### config.mk
export PLATFORM = sky130hd
export DESIGN_NAME = cg_serializer
export DESIGN_NICKNAME = d
export VERILOG_FILES = /design/src/rtl/cg_ser_pkg.sv /design/src/rtl/cg_bit_counter.sv /design/src/rtl/cg_shift_unit.sv /design/src/rtl/cg_line_ctrl.sv /design/src/rtl/cg_serializer.sv
export SDC_FILE = /design/constraint.sdc
export NUM_CORES = 1
export LEC_CHECK = 0
export BUFFER_PORTS_ARGS = -buffer_cell sky130_fd_sc_hd__buf_2
export CORE_MARGIN = 2
export CORE_UTILIZATION = 35
export CTS_BUF_LIST = sky130_fd_sc_hd__clkbuf_4 sky130_fd_sc_hd__clkbuf_8
export DETAILED_ROUTE_END_ITERATION = 7
export GPL_TIMING_DRIVEN = 0
export PLACE_DENSITY = 0.62
export SYNTH_ARGS = -nofsm -noshare
export SYNTH_HDL_FRONTEND = slang
export SYNTH_HIERARCHICAL = 1
export SYNTH_SLANG_ARGS = --single-unit
### constraint.sdc
create_clock -name clk -period 1.7 [get_ports clk]
set_input_delay 0.085 -clock clk [delete_from_list [all_inputs] [get_ports clk]]
set_output_delay 0.085 -clock clk [all_outputs]
set_load 0.005 [all_outputs]
### src/rtl/cg_ser_pkg.sv
// Shared types for the code-group serializer.
// Assumes: the line state is read as {driven, level}.
package cg_ser_pkg;
    typedef enum logic [1:0] {
        LINE_HIZ  = 2'b00,
        LINE_LOW  = 2'b10,
        LINE_HIGH = 2'b11
    } line_state_e;
endpackage

### src/rtl/cg_bit_counter.sv
// Counts the bit slots of the word being sent.
// Assumes: a load restarts the count; CG_W means idle (no word in flight).
module cg_bit_counter #(
    parameter int CG_W = 10
) (
    input  logic clk,
    input  logic rst_n,
    input  logic load,
    output logic busy
);
    localparam int CNT_W = $clog2(CG_W + 1);
    localparam logic [CNT_W-1:0] IDLE_CNT = CNT_W'(CG_W);

    logic [CNT_W-1:0] cnt_q;

    // Track the bit slot: restart on load, stop at the idle value.
    always_ff @(posedge clk) begin
        if (!rst_n)
            cnt_q <= IDLE_CNT;
        else if (load)
            cnt_q <= '0;
        else if (cnt_q != IDLE_CNT)
            cnt_q <= cnt_q + 1'b1;
    end

    assign busy = (cnt_q != IDLE_CNT);
endmodule

### src/rtl/cg_shift_unit.sv
// Captures a code group and shifts it out LSB first.
// Assumes: load is asserted only when the previous word is done or on its last bit.
module cg_shift_unit #(
    parameter int CG_W = 10
) (
    input  logic            clk,
    input  logic            rst_n,
    input  logic            load,
    input  logic [CG_W-1:0] word,
    input  logic            busy,
    output logic            ser_bit
);
    logic [CG_W-1:0] shreg_q;

    // Capture the word on load, otherwise move the next bit into position 0.
    always_ff @(posedge clk) begin
        if (!rst_n)
            shreg_q <= '0;
        else if (load)
            shreg_q <= word;
        else
            shreg_q <= {1'b0, shreg_q[CG_W-1:1]};
    end

    // Send the low bit only while a word is in flight.
    assign ser_bit = busy & shreg_q[0];
endmodule

### src/rtl/cg_line_ctrl.sv
// Chooses the line state and the source of the receive-side bit.
// Assumes: enable takes priority over wrap for the line.
module cg_line_ctrl
    import cg_ser_pkg::*;
(
    input  logic        ser_bit,
    input  logic        wrap_en,
    input  logic        line_oe,
    input  logic        line_rx_in,
    output line_state_e line_state,
    output logic        rx_serial
);
    // Line state: float, hold high in wrap, or follow the stream.
    always_comb begin
        if (!line_oe)
            line_state = LINE_HIZ;
        else if (wrap_en)
            line_state = LINE_HIGH;
        else
            line_state = ser_bit ? LINE_HIGH : LINE_LOW;
    end

    // Receive source: stream in wrap, line otherwise.
    always_comb begin
        rx_serial = wrap_en ? ser_bit : line_rx_in;
    end
endmodule

### src/rtl/cg_serializer.sv
// Top of the code-group serializer with wrap path.
// Assumes: one clock domain at bit rate; cg_strobe marks code-group edges.
module cg_serializer
    import cg_ser_pkg::*;
#(
    parameter int CG_W = 10
) (
    input  logic            clk,
    input  logic            rst_n,
    input  logic            cg_strobe,
    input  logic [CG_W-1:0] cg_word,
    input  logic            wrap_en,
    input  logic            line_oe,
    input  logic            line_rx_in,
    output logic            ser_bit,
    output logic [1:0]      line_state,
    output logic            rx_serial
);
    logic        busy;
    line_state_e state_e;

    cg_bit_counter #(.CG_W(CG_W)) u_cnt (
        .clk   (clk),
        .rst_n (rst_n),
        .load  (cg_strobe),
        .busy  (busy)
    );

    cg_shift_unit #(.CG_W(CG_W)) u_shift (
        .clk     (clk),
        .rst_n   (rst_n),
        .load    (cg_strobe),
        .word    (cg_word),
        .busy    (busy),
        .ser_bit (ser_bit)
    );

    cg_line_ctrl u_line (
        .ser_bit    (ser_bit),
        .wrap_en    (wrap_en),
        .line_oe    (line_oe),
        .line_rx_in (line_rx_in),
        .line_state (state_e),
        .rx_serial  (rx_serial)
    );

    assign line_state = state_e;
endmodule

==> metrics.cfg <==
[final_layout]
final_nets=91
design_area_sq_um=711
fin_util_pct=47.7
diodes=0
drive_above_1_share_pct=39.2
area_growth_pct=27.9

[synthesis]
synth_top_family_by_area=simple AND/OR/NAND/NOR gates
synth_top_area_share_pct=50.5
yosys.area_share.xor_xnor_pct=4.73
syn_area_sq_um=556
synth-seq-cells=14
synthAdderAreaFrac_pct=0
seq_area_frac_synth_pct=50.5
yosysWarnings=6
synth_compound_area_share_pct=3.15
synthSimpleGateAreaFrac_pct=19.4
synth_edf_count=0
synth_most_common_cell=dfxtp_1
postSynth.asyncResetShare_pct=0
synth_ff_type=dfxtp_1
synthTopCellsByArea=dfxtp_1 50%, mux2i_1 16%, nor2b_1 10%
synth.area.mux_share_pct=18.9
syn_avg_cell_area_sq_um=10.9
synth_cell_types=19
synth_commonest_cells=14 x dfxtp_1, 9 x mux2i_1, 9 x nor2b_1
synthesis.nets=67
synthCells=51
yosysTopAreaCell=dfxtp_1

[global_routing]
grt_antenna_before_repair=0
grt_start_max_net_pins=14
grt_first_pass_wirelength_mm=1.42
grt_overflow_total=0
grt_usage_pct=10.1
grt_pass1_vias=346

[min_path]
worstHoldPathType=input pin to flop
whs_endpoint=u_cnt/cnt_q[3]
hold_path_depth=2
hold_start=cg_strobe

[timing]
max-slew-margin-rel_pct=88.1
tightest_slew_ns=0.178
whs_ns=0.0362
fin_tns_setup_ns=0
setup_viol=0
fin_crit_ns=1.63
rsz0062_at_grt=no
max_freq_mhz=613
hold_viol=0
post-route-period-util_pct=96.0
clock_skew_ns=0.00130
drv_slew=0

[cts]
clockBufferDepth=2
clockRootBuffer=clkbuf_4
clkTransAtPathRegs_ns=0.09
cts_inserted_buffers=3
worstSkewPairLatency_ns=0.27
cts_tree=built
ctsHtreeMaxLevel=1
cts_num_sinks=14
holdBufCountCts=0

[routing]
antenna_left=0
vias=408
wl_per_cell_um=9.74
drc=0
vias_per_cell=4.53
drtIter0Drc=1
drt_pass1_iterations=3
detail_route.wirelength_um=877

[critical_path]
required_ns=1.62
rr_endpoint=u_cnt/cnt_q[3]
r2r_start=u_cnt/cnt_q[0]
ff2ff_setup_slack_ns=0.86
crit_path_start_kind=flop
critPathMaxFanout=5
worstSetupEndpointType=primary output
critPathKind=flop to primary output
arrival_ns=1.55
r2r_cells=3

[floorplan]
die-height_um=43.8
boundaryPins=20
die_area_sq_um=1920
chipWidth_um=43.8
initial_core_util_pct=37.3
core-area_sq_um=1490
rows=14

[flow_run]
cap_violations=0

[power_and_ir_drop]
ir_drop_mv=0.486
p_per_area_nw_per_um2=949
leakagePower_nw=0.340

[run_status]
outcome=completed

[place]
gp_congestion=0.592
place_area_sq_um=671
dpl.hpwl_um=658
numPortBuffers=19

==> per-stage QoR <==
stage | setup WS, ns | total power, mW | cells
after global routing | 0.00993 | 0.704 | 90
after CTS | 0.000850 | 0.679 | 90
after global placement | 0.326 | 0.443 | 86
after detailed placement | 0.304 | 0.445 | 86
final | 0.0681 | 0.674 | 90
after floorplan | 0.463 | 0.411 | 51
==> worst max path at each step <==
stage	startpoint	to	slack (ns)	depth (start not counted)
2_1_floorplan	u_cnt/cnt_q[1]	rx_serial	0.46	4
5_1_grt	u_cnt/cnt_q[1]	rx_serial	0.01	5
3_3_place_gp	u_cnt/cnt_q[1]	rx_serial	0.33	5
4_1_cts	u_cnt/cnt_q[1]	rx_serial	0.0008	5
6_report	u_cnt/cnt_q[0]	rx_serial	0.07	4
3_5_place_dp	u_cnt/cnt_q[1]	rx_serial	0.30	5
==> flip-flops by register name (all words and copies together) (netlist names) <==
signal and flops:
u_shift/shreg_q 10, u_cnt/cnt_q 4
==> cell families after synthesis <==
group,Yosys count
and+or+nand+nor,19
DFF,14
muxes,10
AOI/OAI and AO/OA,3
xor gates and xnor gates,3
buffers and inverters,2
==> layout make-up <==
cell class	count	area, sq um
Tap cell	16	20.0
Multi-Input combinational cell	35	259
Fill cell	154	778
Sequential cell	14	282
Timing Repair Buffer	19	95.1
Buffer	2	18.8
Clock buffer	4	36.3
==> worst max-delay path: stages (launching register included) <==
cell	delay, ns
dfxtp_1	0.36
or3_1	0.38
and2_4	0.17
mux2_4	0.25
buf_2	0.12
==> layout by cell type (no fill, tap or decap) <==
cell,count
buf_6,1
dfxtp_1,13
and2_4,1
dfxtp_2,1
nor3_1,1
buf_2,19
and3_2,1
clkbuf_8,1
nand2b_1,1
o21ai_0,1
buf_4,1
nand2_1,2
xor2_1,2
clkbuf_4,3
xnor2_1,1
nand3_1,1
o21a_1,1
mux2i_1,9
or3_1,1
nor2b_1,9
o21ai_1,1
mux2_4,1
nor2_1,2
==> routing by layer <==
metal	routed length, um	GRT usage (%)
met5	0	0
met2	378	15.6
met3	78	2.50
met4	0	5.45
met1	419	12.9
==> repair_timing <==
action | 4_1_cts | 5_1_grt
setup endpoints to repair | 0 | 1
resized for setup | 0 | 2
setup buffers | 0 | 0
==> power by group <==
part / internal [mW] / leakage, nW / switching, mW
sequential: 0.347 / 0.116 / 0.00908
clock: 0.130 / 0.0210 / 0.107
combinational: 0.0491 / 0.203 / 0.0319
total: 0.527 / 0.340 / 0.148
Note: power is estimated with default switching activity, not from simulation.
